## src/rtl/lrd_pkg.sv

```systemverilog
package lrd_pkg;
  localparam int CTRL_OFFSET   = 8;
  localparam int STATUS_OFFSET = 14;
  localparam int RESET_BIT     = 0;
  localparam int PRESENCE_W    = 4;

  typedef enum logic [2:0] {
    P_IDLE, P_RD, P_RD_WAIT, P_WR, P_WAIT, P_POLL, P_POLL_WAIT
  } poll_st_e;

  typedef enum logic [2:0] {
    S_IDLE, S_ENTER, S_EXIT, S_STS, S_STS_WAIT, S_CLEAN
  } seq_st_e;
endpackage

```

## src/rtl/lrd_interval_timer.sv

```systemverilog
module lrd_interval_timer #(
  parameter int POLL_CYCLES = 250000
) (
  input  logic clk,
  input  logic rst,
  input  logic kick,
  output logic expired
);
  localparam int CW = $clog2(POLL_CYCLES + 1);

  logic [CW-1:0] cnt;
  logic          run;

  always_ff @(posedge clk) begin
    if (rst) begin
      cnt     <= '0;
      run     <= 1'b0;
      expired <= 1'b0;
    end else begin
      expired <= 1'b0;
      if (kick) begin
        cnt <= CW'(POLL_CYCLES);
        run <= 1'b1;
      end else if (run) begin
        if (cnt == CW'(1)) begin
          expired <= 1'b1;
          run     <= 1'b0;
        end
        cnt <= cnt - CW'(1);
      end
    end
  end

  AST_EXPIRE_AFTER_RUN: assert property (@(posedge clk) disable iff (rst)
    expired |-> $past(run));
endmodule

```

## src/rtl/lrd_rmw_poller.sv

```systemverilog
module lrd_rmw_poller
  import lrd_pkg::*;
#(
  parameter int AW          = 16,
  parameter int DW          = 32,
  parameter int POLL_CYCLES = 250000,
  parameter int RETRIES     = 50
) (
  input  logic          clk,
  input  logic          rst,
  input  logic          start,
  input  logic [AW-1:0] tgt_addr,
  input  logic [DW-1:0] tgt_mask,
  input  logic [DW-1:0] tgt_value,
  output logic          done,
  output logic          ok,
  output logic          req_valid,
  output logic          req_write,
  output logic [AW-1:0] req_addr,
  output logic [DW-1:0] req_wdata,
  input  logic          req_ready,
  input  logic          rsp_valid,
  input  logic [DW-1:0] rsp_rdata
);
  localparam int RW = $clog2(RETRIES + 1);

  poll_st_e      st;
  logic [DW-1:0] mask_q;
  logic [DW-1:0] val_q;
  logic [RW-1:0] left_q;
  logic          kick_q;
  logic          expired;
  logic          match;

  lrd_interval_timer #(.POLL_CYCLES(POLL_CYCLES)) u_timer (
    .clk     (clk),
    .rst     (rst),
    .kick    (kick_q),
    .expired (expired)
  );

  assign match = ((rsp_rdata & mask_q) == val_q);

  always_ff @(posedge clk) begin
    if (rst) begin
      st        <= P_IDLE;
      mask_q    <= '0;
      val_q     <= '0;
      left_q    <= '0;
      kick_q    <= 1'b0;
      done      <= 1'b0;
      ok        <= 1'b0;
      req_valid <= 1'b0;
      req_write <= 1'b0;
      req_addr  <= '0;
      req_wdata <= '0;
    end else begin
      done   <= 1'b0;
      kick_q <= 1'b0;
      unique case (st)
        P_IDLE: if (start) begin
          mask_q    <= tgt_mask;
          val_q     <= tgt_value & tgt_mask;
          req_addr  <= tgt_addr;
          req_write <= 1'b0;
          req_valid <= 1'b1;
          st        <= P_RD;
        end
        P_RD: if (req_ready) begin
          req_valid <= 1'b0;
          st        <= P_RD_WAIT;
        end
        P_RD_WAIT: if (rsp_valid) begin
          req_wdata <= (rsp_rdata & ~mask_q) | val_q;
          req_write <= 1'b1;
          req_valid <= 1'b1;
          st        <= P_WR;
        end
        P_WR: if (req_ready) begin
          req_valid <= 1'b0;
          req_write <= 1'b0;
          left_q    <= RW'(RETRIES);
          kick_q    <= 1'b1;
          st        <= P_WAIT;
        end
        P_WAIT: if (expired) begin
          req_valid <= 1'b1;
          st        <= P_POLL;
        end
        P_POLL: if (req_ready) begin
          req_valid <= 1'b0;
          st        <= P_POLL_WAIT;
        end
        P_POLL_WAIT: if (rsp_valid) begin
          if (match) begin
            done <= 1'b1;
            ok   <= 1'b1;
            st   <= P_IDLE;
          end else if (left_q <= RW'(1)) begin
            done <= 1'b1;
            ok   <= 1'b0;
            st   <= P_IDLE;
          end else begin
            left_q <= left_q - RW'(1);
            kick_q <= 1'b1;
            st     <= P_WAIT;
          end
        end
        default: st <= P_IDLE;
      endcase
    end
  end

  AST_RETRY_BOUND: assert property (@(posedge clk) disable iff (rst)
    left_q <= RW'(RETRIES));
  AST_DONE_ON_READ: assert property (@(posedge clk) disable iff (rst)
    done |-> $past(rsp_valid));
  AST_WAIT_SILENT: assert property (@(posedge clk) disable iff (rst)
    (st == P_WAIT) |-> !req_valid);
endmodule

```

## src/rtl/link_reset_detector.sv

```systemverilog
module link_reset_detector
  import lrd_pkg::*;
#(
  parameter int AW          = 16,
  parameter int DW          = 32,
  parameter int POLL_CYCLES = 250000,
  parameter int RETRIES     = 50
) (
  input  logic                  clk,
  input  logic                  rst,
  input  logic                  start,
  output logic                  busy,
  output logic                  done,
  output logic [PRESENCE_W-1:0] codec_mask,
  output logic                  no_codec,
  output logic                  req_valid,
  input  logic                  req_ready,
  output logic                  req_write,
  output logic [AW-1:0]         req_addr,
  output logic [DW-1:0]         req_wdata,
  input  logic                  rsp_valid,
  input  logic [DW-1:0]         rsp_rdata
);
  localparam logic [AW-1:0] CTRL_ADDR = AW'(CTRL_OFFSET);
  localparam logic [AW-1:0] STS_ADDR  = AW'(STATUS_OFFSET);
  localparam logic [DW-1:0] RST_MASK  = DW'(1) << RESET_BIT;

  seq_st_e       st;
  logic          pl_start;
  logic          pl_bit;
  logic          pl_done;
  logic          pl_ok;
  logic          pl_valid;
  logic          pl_write;
  logic [AW-1:0] pl_addr;
  logic [DW-1:0] pl_wdata;
  logic          own_valid;
  logic          own_sel;
  logic          outstanding;

  lrd_rmw_poller #(
    .AW(AW), .DW(DW), .POLL_CYCLES(POLL_CYCLES), .RETRIES(RETRIES)
  ) u_poller (
    .clk       (clk),
    .rst       (rst),
    .start     (pl_start),
    .tgt_addr  (CTRL_ADDR),
    .tgt_mask  (RST_MASK),
    .tgt_value (pl_bit ? RST_MASK : '0),
    .done      (pl_done),
    .ok        (pl_ok),
    .req_valid (pl_valid),
    .req_write (pl_write),
    .req_addr  (pl_addr),
    .req_wdata (pl_wdata),
    .req_ready (req_ready),
    .rsp_valid (rsp_valid),
    .rsp_rdata (rsp_rdata)
  );

  assign own_sel   = (st == S_STS) || (st == S_STS_WAIT);
  assign req_valid = own_sel ? own_valid : pl_valid;
  assign req_write = own_sel ? 1'b0      : pl_write;
  assign req_addr  = own_sel ? STS_ADDR  : pl_addr;
  assign req_wdata = own_sel ? '0        : pl_wdata;

  always_ff @(posedge clk) begin
    if (rst) begin
      st         <= S_IDLE;
      busy       <= 1'b0;
      done       <= 1'b0;
      codec_mask <= '0;
      no_codec   <= 1'b0;
      pl_start   <= 1'b0;
      pl_bit     <= 1'b0;
      own_valid  <= 1'b0;
    end else begin
      done     <= 1'b0;
      pl_start <= 1'b0;
      unique case (st)
        S_IDLE: if (start) begin
          busy       <= 1'b1;
          codec_mask <= '0;
          no_codec   <= 1'b0;
          pl_bit     <= 1'b0;
          pl_start   <= 1'b1;
          st         <= S_ENTER;
        end
        S_ENTER: if (pl_done) begin
          pl_bit   <= pl_ok;
          pl_start <= 1'b1;
          st       <= pl_ok ? S_EXIT : S_CLEAN;
        end
        S_EXIT: if (pl_done) begin
          if (pl_ok) begin
            own_valid <= 1'b1;
            st        <= S_STS;
          end else begin
            pl_bit   <= 1'b0;
            pl_start <= 1'b1;
            st       <= S_CLEAN;
          end
        end
        S_STS: if (req_ready) begin
          own_valid <= 1'b0;
          st        <= S_STS_WAIT;
        end
        S_STS_WAIT: if (rsp_valid) begin
          if (rsp_rdata[PRESENCE_W-1:0] != '0) begin
            codec_mask <= rsp_rdata[PRESENCE_W-1:0];
            done       <= 1'b1;
            busy       <= 1'b0;
            st         <= S_IDLE;
          end else begin
            pl_bit   <= 1'b0;
            pl_start <= 1'b1;
            st       <= S_CLEAN;
          end
        end
        S_CLEAN: if (pl_done) begin
          codec_mask <= '0;
          no_codec   <= 1'b1;
          done       <= 1'b1;
          busy       <= 1'b0;
          st         <= S_IDLE;
        end
        default: st <= S_IDLE;
      endcase
    end
  end

  always_ff @(posedge clk) begin
    if (rst) outstanding <= 1'b0;
    else if (req_valid && req_ready && !req_write) outstanding <= 1'b1;
    else if (rsp_valid) outstanding <= 1'b0;
  end

  AST_REQ_HOLD: assert property (@(posedge clk) disable iff (rst)
    (req_valid && !req_ready) |=> (req_valid && $stable(req_addr) &&
      $stable(req_write) && $stable(req_wdata)));
  AST_ONE_OUTSTANDING: assert property (@(posedge clk) disable iff (rst)
    outstanding |-> !req_valid);
  AST_DONE_PULSE: assert property (@(posedge clk) disable iff (rst)
    done |=> !done);
  AST_BUSY_END: assert property (@(posedge clk) disable iff (rst)
    done |-> (!busy && $past(busy)));
  AST_IDLE_QUIET: assert property (@(posedge clk) disable iff (rst)
    !busy |-> !req_valid);
  AST_FAIL_EMPTY: assert property (@(posedge clk) disable iff (rst)
    (done && no_codec) |-> (codec_mask == '0));
  AST_OK_NONEMPTY: assert property (@(posedge clk) disable iff (rst)
    (done && !no_codec) |-> (codec_mask != '0));
  AST_MASK_HELD: assert property (@(posedge clk) disable iff (rst)
    (!busy && !start) |=> $stable(codec_mask));
endmodule

```

## config.mk

```make
export PLATFORM = sky130hd
export DESIGN_NAME = link_reset_detector
export DESIGN_NICKNAME = d
export VERILOG_FILES = /design/src/rtl/lrd_pkg.sv /design/src/rtl/lrd_interval_timer.sv /design/src/rtl/lrd_rmw_poller.sv /design/src/rtl/link_reset_detector.sv
export SDC_FILE = /design/constraint.sdc
export NUM_CORES = 1
export LEC_CHECK = 0
export ABC_CLOCK_PERIOD_IN_PS = 3450
export CAP_MARGIN = 15
export CORE_MARGIN = 5
export CORE_UTILIZATION = 40
export CTS_BUF_LIST = sky130_fd_sc_hd__clkbuf_8 sky130_fd_sc_hd__clkbuf_16
export DETAILED_ROUTE_END_ITERATION = 8
export MAX_ROUTING_LAYER = met4
export PLACE_DENSITY = 0.67
export SYNTH_ARGS = -nofsm -noshare
export SYNTH_HDL_FRONTEND = slang
export SYNTH_SLANG_ARGS = --single-unit
```

## constraint.sdc

```tcl
create_clock -name clk -period 3.45 [get_ports clk]
set_clock_uncertainty 0.1 [all_clocks]
set_input_delay 0.69 -clock clk [delete_from_list [all_inputs] [get_ports clk]]
set_output_delay 0.69 -clock clk [all_outputs]
set_load 0.05 [all_outputs]
```

# After elaboration in Yosys (flattened, before gate mapping)
# Cells that the tools add are included.
dict set report word_totals {
  ff_bits 81
  inputBits 37
  output_inout_bits 57
  wordCells 177
}
dict set report op_classes {
  n_addsub 2
  order_cmp 1
  n_eq_ne 33
  muxes 83
  n_bitwise 7
  reduce_logical 29
}
# operator count
set op_table {}
lappend op_table {{$mux W3} 17}
lappend op_table {{$mux W1} 41}
lappend op_table {{$mux W18} 2}
lappend op_table {{$and A32 B1 Y32} 1}
lappend op_table {{$and A32 B32 Y32} 1}
lappend op_table {{$eq A32 B1 Y1} 1}
lappend op_table {{$mux W32} 1}
lappend op_table {{$not A1 Y32} 1}
lappend op_table {{$or A32 B1 Y32} 1}
lappend op_table {{$ne A2 B2 Y1 const B} 14}
lappend op_table {{$mux W6} 4}
lappend op_table {{$pmux W3 S7} 1}
lappend op_table {{$mux W4} 5}
lappend op_table {{$eq A18 B1 Y1 const B} 1}
lappend op_table {{$pmux W3 S6} 1}
lappend op_table {{$sub A18 B1 Y18 const B} 1}
lappend op_table {{$eq A3 B3 Y1 const B} 5}
lappend op_table {{$reduce_and A5 Y1} 3}
lappend op_table {{$reduce_and A7 Y1} 2}
lappend op_table {{$eq A3 B2 Y1 const B} 4}
lappend op_table {{$ne A2 B1 Y1 const B} 6}
lappend op_table {{$pmux W1 S4} 3}
lappend op_table {{$pmux W4 S3} 1}
lappend op_table {{$pmux W6 S2} 1}
lappend op_table {{other kinds (17)} 37}

# Logic depth before layout (Yosys ltp)
# Gate-level depths: netlist of run 1.
dict set report depth {
  depth_word 5
  ltp_mapped 7
  mapped_depth_nobuf 6
}

# By module
# From an unflattened synthesis of run 1, not the netlist that was laid out.
dict set report unflattened {
  hier_cells 946
  area_unflattened_um2 7412.1
}
# module instances cells_each area_per_inst_um2 seq_area_each_um2
set by_module_without_submodules {}
lappend by_module_without_submodules {lrd_rmw_poller 1 703 5412.7 2522.4}
lappend by_module_without_submodules {link_reset_detector 1 139 1058.5 260.2}
lappend by_module_without_submodules {lrd_interval_timer 1 104 940.9 400.4}

# Worst setup path after synthesis of run 1
# No wires, ideal clock.
dict set report synth_timing {
  path_kind {flip-flop to output port}
  startpoint {register st[2]}
  endpoint {output port req_wdata[23]}
  t_arrival_ns 1.611
  t_required_ns 2.660
  setup_slack_ns 1.049
  path_stages_with_launch 6
  path_buffers 2
  path_cell_list {dfxtp_1 clkbuf_1 nor2_1 a21oi_1 clkbuf_1 and2_1}
}
dict set report synth_via {
  elab_chain_cells 3
  elab_cells_between_ends 4
  cone_classes {eq/ne: 2; mux: 1; reduce/logical: 1}
}
# element line
set synth_rtl {}
lappend synth_rtl {{start, declared} link_reset_detector.sv:28} ;# seq_st_e st;
lappend synth_rtl {{start signal, assigned} link_reset_detector.sv:92} ;# st <= pl_ok ? S_EXIT : S_CLEAN;
lappend synth_rtl {{$eq A3 B2 Y1 / $eq A3 B3 Y1 (equally long branches)} link_reset_detector.sv:61} ;# assign own_sel = (st == S_STS) || (st == S_STS_WAIT);
lappend synth_rtl {{$logic_or A1 B1 Y1 (*)} link_reset_detector.sv:61}
lappend synth_rtl {{$mux W32 (*)} link_reset_detector.sv:65} ;# assign req_wdata = own_sel ? '0 : pl_wdata;
lappend synth_rtl {{end, declared} link_reset_detector.sv:20} ;# output logic [DW-1:0] req_wdata,
# Every way passes the cells marked *; elsewhere a longest branch is shown, timed or not.

# Worst setup path in the final report of run 1
dict set report layout_timing {
  startpoint {register st[1]}
  endpoint {output port req_addr[1]}
}
dict set report layout_via {
  elab_chain_cells 3
  elab_cells_between_ends 4
  cone_classes {eq/ne: 2; mux: 1; reduce/logical: 1}
}
# element line
set layout_rtl {}
lappend layout_rtl {{$eq A3 B2 Y1 / $eq A3 B3 Y1 (equally long branches)} link_reset_detector.sv:61}
lappend layout_rtl {{$logic_or A1 B1 Y1 (*)} link_reset_detector.sv:61}
lappend layout_rtl {{$mux W4 (*)} link_reset_detector.sv:64} ;# assign req_addr = own_sel ? STS_ADDR : pl_addr;
lappend layout_rtl {{end, declared} link_reset_detector.sv:19} ;# output logic [AW-1:0] req_addr,
# Marks and branches as above.

==> results_dict.tcl, run 1 <==
set metrics [dict create \
    status "completed" \
    synth.area.top_cells "dfxtp_1, nand2_1, a21oi_1, and2_1, buf_4" \
    critPathBufInv 3 \
    antenna_found_initial 0 \
    finalSetupViolations 0 \
    setup-tns-final_ns 0 \
    die_area_um2 11900 \
    path_max_fanout 34 \
    io_pins 94 \
    overflow 0 \
    n_antenna_cell 0 \
    cts.htree.levels 3 \
    drt-initial-drc-count 274 \
    synth_common_cells "nand2_1, dfxtp_1, a21oi_1" \
    rows 36 \
    place_congestion 0.794 \
    worst_path_largest_cell_delay_ns 0.80 \
    area_growth_pct 28.2 \
    drive_gt1_share_pct 7.22 \
    firstDrtPassIters 4 \
    drc 0 \
    crit_chain "nand2_1 -> nor2_1 -> a21oi_2 -> buf_4 -> inv_1 -> clkdlybuf4s50_1" \
    clkTransAtPathRegs_ns 0.08 \
    power_density_nw_per_um2 383 \
    leakage_nw 2.37 \
    drv_slew 0 \
    critical_path_class "flip-flop to output port" \
    wl_um 9250 \
    end_kind "output port" \
    yosysTopAreaCellShare_pct 41.2 \
    die_h_um 109 \
    max_freq_ghz 0.307 \
    via_count 3434 \
    cts.sinks 81 \
    async_flop_share_pct 0 \
    fin_util_pct 52.1 \
    min_path_type "flip-flop to flip-flop" \
    post_drt_wl_per_cell_um 13.5 \
    synthFlopType "dfxtp_1" \
    fin_crit_sh_pct 94.4 \
    port_buffers 80 \
    vdd_ir_drop_max_mv 0.184 \
    yosysSeqAreaShare_pct 41.2 \
    worst_pin_slew_ns 0.629 \
    cpMaxStageDelayCell "clkdlybuf4s50_1" \
    slew_headroom_pct 58.1 \
    ys_ff_latch 81 \
    viasPerCell 5.00 \
    cts.path.max_buffers 2 \
    post-dp-hpwl_um 6460 \
    root_buffer "clkbuf_8" \
    final_hold_viol_count 0 \
    clock_latency_ns 0.35 \
    max-cap-violations 0 \
    cp.required_ns 2.66 \
    post_cts_buffers 0 \
    cts_buffers 9 \
    grt_pass1_vias 3096 \
    synth.distinct_cells 57 \
    critical-path-top-delay-family "buffers and inverters" \
    ys_warn_count 0 \
    netlist_instances 488 \
    yosysMostFrequentCell "nand2_1" \
    grt_pass1_wl_um 14600 \
    synth_area_um2 3930 \
    yosys.area.top_type "dfxtp_1" \
    synth_area_per_cell_um2 8.06 \
    fp.dieW_um 109 \
    fin_crit_ns 3.26 \
    critPathLaunchType "flip-flop" \
    grt_use_total_pct 15.6 \
    core_um2 9680 \
    fin_nets 592 \
    worstPathArrival_ns 2.47 \
    grt_max_degree 61 \
    synth_enable_flop_cells 0 \
    start_util_pct 40.6 \
    cts_tree "built" \
    rsz0062_at_grt "no" \
    ant_nets 0 \
]
## timing repair
item	4_1_cts	5_1_grt
endpoints found under the setup margin	1	34
resized for setup	1	34
hold buffers	0	0
## sequential cells by signal, summed over array words and instances, names as in the netlist
register	count
u_poller.left_q	6
busy	1
u_poller.req_addr	1
u_poller.u_timer.cnt	18
u_poller.req_valid	1
codec_mask	4
st	3
u_poller.u_timer.expired	1
u_poller.u_timer.run	1
no_codec	1
pl_start	1
pl_bit	1
u_poller.ok	1
u_poller.val_q	1
u_poller.req_write	1
u_poller.st	3
done	1
u_poller.done	1
own_valid	1
u_poller.req_wdata	32
u_poller.kick_q	1
## cell families (layout without fill, tap and decap cells)
family          after synthesis  in the layout  synth area share (%)
fa+ha+maj                     4              4                  1.27
flops                        81             81                  41.2
buf+inv                      61            115                  7.38
compound gates              110            110                  16.9
mux                           5              5                  1.40
other cells                   1             13                0.0954
xor+xnor                     12             12                  2.67
simple gates                214            214                  29.0
## layout by cell type (no fill, tap or decap), types with 6 or more instances in the layout
cell,n
buf_4,6
a211oi_1,9
a31oi_1,6
nor2_1,28
inv_1,14
o21ai_0,17
nand2_1,84
clkdlybuf4s50_1,45
nand3_1,11
dlymetal6s2s_1,33
o31ai_1,6
dfxtp_1,80
clkbuf_8,9
a21oi_1,53
xor2_1,8
nor3_1,11
conb_1,13
and2_1,34
## cell type report
type                            instances  area, um^2
Clock inverter                          5        81.3
Timing Repair Buffer                   86         922
Sequential cell                        81        1620
Fill cell                             894        4640
Tap cell                              133         166
Inverter                               15        56.3
Clock buffer                            9         124
Multi-Input combinational cell        358        2070
## worst paths after layout
| kind | from | end | slack [ns] | cells after the start |
|---|---|---|---|---|
| min reg2reg | u_poller.req_wdata[3]$_SDFFE_PP0P_ | u_poller.req_wdata[3]$_SDFFE_PP0P_ | 0.35 | 2 |
| max | st[1]$_SDFFE_PP0P_ | req_addr[1] | 0.19 | 6 |
| min | u_poller.req_wdata[3]$_SDFFE_PP0P_ | u_poller.req_wdata[3]$_SDFFE_PP0P_ | 0.35 | 2 |
| max reg2reg | u_poller.st[1]$_SDFFE_PP0P_ | u_poller.left_q[3]$_SDFFE_PP0P_ | 1.35 | 4 |
## metrics by stage
step,hold slack (ns),worst slack [ns],cells,total power [mW],cell area (um^2)
floorplan,0.332,1.05,500,1.14,3980
global placement,0.338,0.467,673,1.21,4750
detailed placement,0.342,0.368,673,1.21,4750
CTS,0.354,0.0134,687,1.95,4960
global route,0.373,0.0169,687,2.01,5040
finish,0.350,0.194,687,1.93,5040
## metal layers
| layer | routed length (um) | global-route usage [%] |
|---|---|---|
| met4 | 70 | 4.69 |
| met2 | 4080 | 24.0 |
| met1 | 4540 | 20.4 |
| met3 | 555 | 3.79 |
| met5 | 0 | - |
## worst reg2reg max path, stage by stage, from the launching register on
cell and delay, ns:
dfxtp_1 0.64, nand4b_1 0.36, or4_1 0.52, o21a_1 0.19
o21ba_2 0.20
## where the power goes
| part | switching [mW] | internal, mW |
|---|---|---|
| combinational | 0.140 | 0.0867 |
| clock | 0.337 | 0.401 |
| sequential | 0.0162 | 0.950 |
| total | 0.493 | 1.44 |
No activity file was read; power rests on OpenSTA's default activity.
==> run 2: changes to the inputs <==
ABC_CLOCK_PERIOD_IN_PS = 2900   (was 3450)
CORE_MARGIN = default   (was 5)
PLACE_DENSITY = 0.69   (was 0.67)
clock period = 2.9 ns   (was 3.45 ns; I/O delays follow)
==> run 2 against run 1 <==
Clock power up 27%. Non-clock buffer count up 1. Flip-flop and latch count unchanged. Design area up 3.8%. Global-route usage up 3.9 points. Largest power group unchanged.
==> results_dict.tcl, run 2 (synthesized netlist as in run 1, its figures left out) <==
set metrics [dict create \
    drt-initial-drc-count 232 \
    fin_util_pct 55.8 \
    largest_reg_flops 32 \
    root_buffer "clkbuf_8" \
    post_cts_buffers 0 \
    area_growth_pct 33.1 \
    dpl.cell_count 670 \
    status "completed" \
    cts.htree.levels 3 \
    critPathLaunchType "flip-flop" \
    wl_um 9390 \
    holdWs_ns 0.352 \
    critPathBufInv 2 \
    worstPathArrival_ns 2.01 \
    start_util_pct 42.0 \
    via_count 3505 \
    top_register "u_poller.req_wdata" \
    fin_crit_sh_pct 92.8 \
    place_congestion 0.792 \
    drc 0 \
    crit_chain "nor2_1 -> a21oi_2 -> buf_4 -> and2_1 -> buf_12" \
    cts.sinks 81 \
    grt_pass1_vias 3245 \
    total_power_mw 2.37 \
    ant_nets 0 \
    post_drt_wl_per_cell_um 13.7 \
    most-common-layout-cells "nand2_1, dfxtp_1, a21oi_1" \
    reg2reg_from "u_poller.left_q[0]$_SDFFE_PP0P_" \
    drive_gt1_share_pct 14.4 \
    fillerInstances 884 \
    fin_area_um2 5230 \
    hp-start "u_poller.req_wdata[12]$_SDFFE_PP0P_" \
    antenna_found_initial 0 \
    rsz0062_at_grt "no" \
    cts_resized 0 \
    core_um2 9370 \
    cp.required_ns 2.22 \
    rows 35 \
    cts_tree "built" \
    power_density_nw_per_um2 453 \
    min_path_type "flip-flop to flip-flop" \
    place_ws_ns 0.405 \
    final_common_cell "nand2_1" \
    fin_nets 593 \
    leakage_nw 1.92 \
    viasPerCell 5.11 \
    max_freq_ghz 0.371 \
    overflow 0 \
    die_h_um 101 \
    clock_latency_ns 0.35 \
    hold_buffers 0 \
    port_buffers 80 \
    drv_slew 0 \
    cpMaxStageDelayCell "dfxtp_2" \
    firstDrtPassIters 4 \
    path_max_fanout 29 \
    slew_headroom_pct 57.3 \
    die_area_um2 10200 \
    grt_use_total_pct 19.5 \
    grt_max_degree 61 \
    clkTransAtPathRegs_ns 0.08 \
    fin_ws_ns 0.208 \
    cts.path.max_buffers 2 \
    vdd_ir_drop_max_mv 0.198 \
    top_regs "u_poller.req_wdata x32, u_poller.u_timer.cnt x18, u_poller.left_q x6" \
    critical_path_class "flip-flop to output port" \
    io_pins 94 \
    final_hold_viol_count 0 \
    startpoint "st[0]$_SDFFE_PP0P_" \
    stdcell_count 686 \
    fp.dieW_um 101 \
    max-cap-violations 0 \
    worst_pin_slew_ns 0.641 \
    fin_crit_ns 2.69 \
    end_kind "output port" \
    cts_buffers 9 \
    worst_path_largest_cell_delay_ns 0.47 \
    finalSetupViolations 0 \
    setup-tns-final_ns 0 \
    grt_pass1_wl_um 15400 \
    n_antenna_cell 0 \
    dpl_cell_area_um2 5000 \
    critical-path-top-delay-family "flip-flops" \
    post-dp-hpwl_um 6590 \
]
-- run 2: power by group --
group / switching, mW / internal [mW] / leakage, nW
logic: 0.172 / 0.117 / 1.15
clock network: 0.404 / 0.531 / 0.121
registers: 0.0199 / 1.13 / 0.655
total: 0.595 / 1.78 / 1.92
-- run 2: final timing paths --
| check | to | slack, ns | depth (start not counted) |
|---|---|---|---|
| max reg2reg | u_poller.st[2]$_SDFFE_PP0P_ | 0.90 | 6 |
| min reg2reg | u_poller.req_wdata[12]$_SDFFE_PP0P_ | 0.35 | 2 |
| max | req_wdata[1] | 0.21 | 5 |
| min | u_poller.req_wdata[12]$_SDFFE_PP0P_ | 0.35 | 2 |
-- run 2: area by class of cell --
| class | count | area (um^2) | share of cell area [%] |
|---|---|---|---|
| clock inverter | 5 | 77.6 | 1.48 |
| inverter | 15 | 56.3 | 1.08 |
| clock buffer | 11 | 151 | 2.89 |
| tap | 129 | 161 | 3.08 |
| multi-input combinational | 358 | 2070 | 39.5 |
| timing repair buffer | 87 | 1090 | 20.9 |
| sequential | 81 | 1620 | 31.0 |
-- run 2: metal layers --
layer	vias up	global-route usage [%]	routed length, um
met4	0	5.80	83
met5	-	-	0
met2	119	30.5	4360
met3	7	4.83	550
li1	1774	-	-
met1	1605	24.9	4390
-- run 2: worst reg2reg max path: cells and delay by family (launching register included) --
kind	cells	cell delay, ns
compound gates	4	1.09
buf+inv	1	0.09
fa+ha+maj	1	0.22
flops	1	0.39
==> run 3: changes to the inputs <==
CTS_CLUSTER_DIAMETER = 50   (was default)
==> results of run 3 <==
No change in the layout: final DEF, timing and power equal those of run 2.
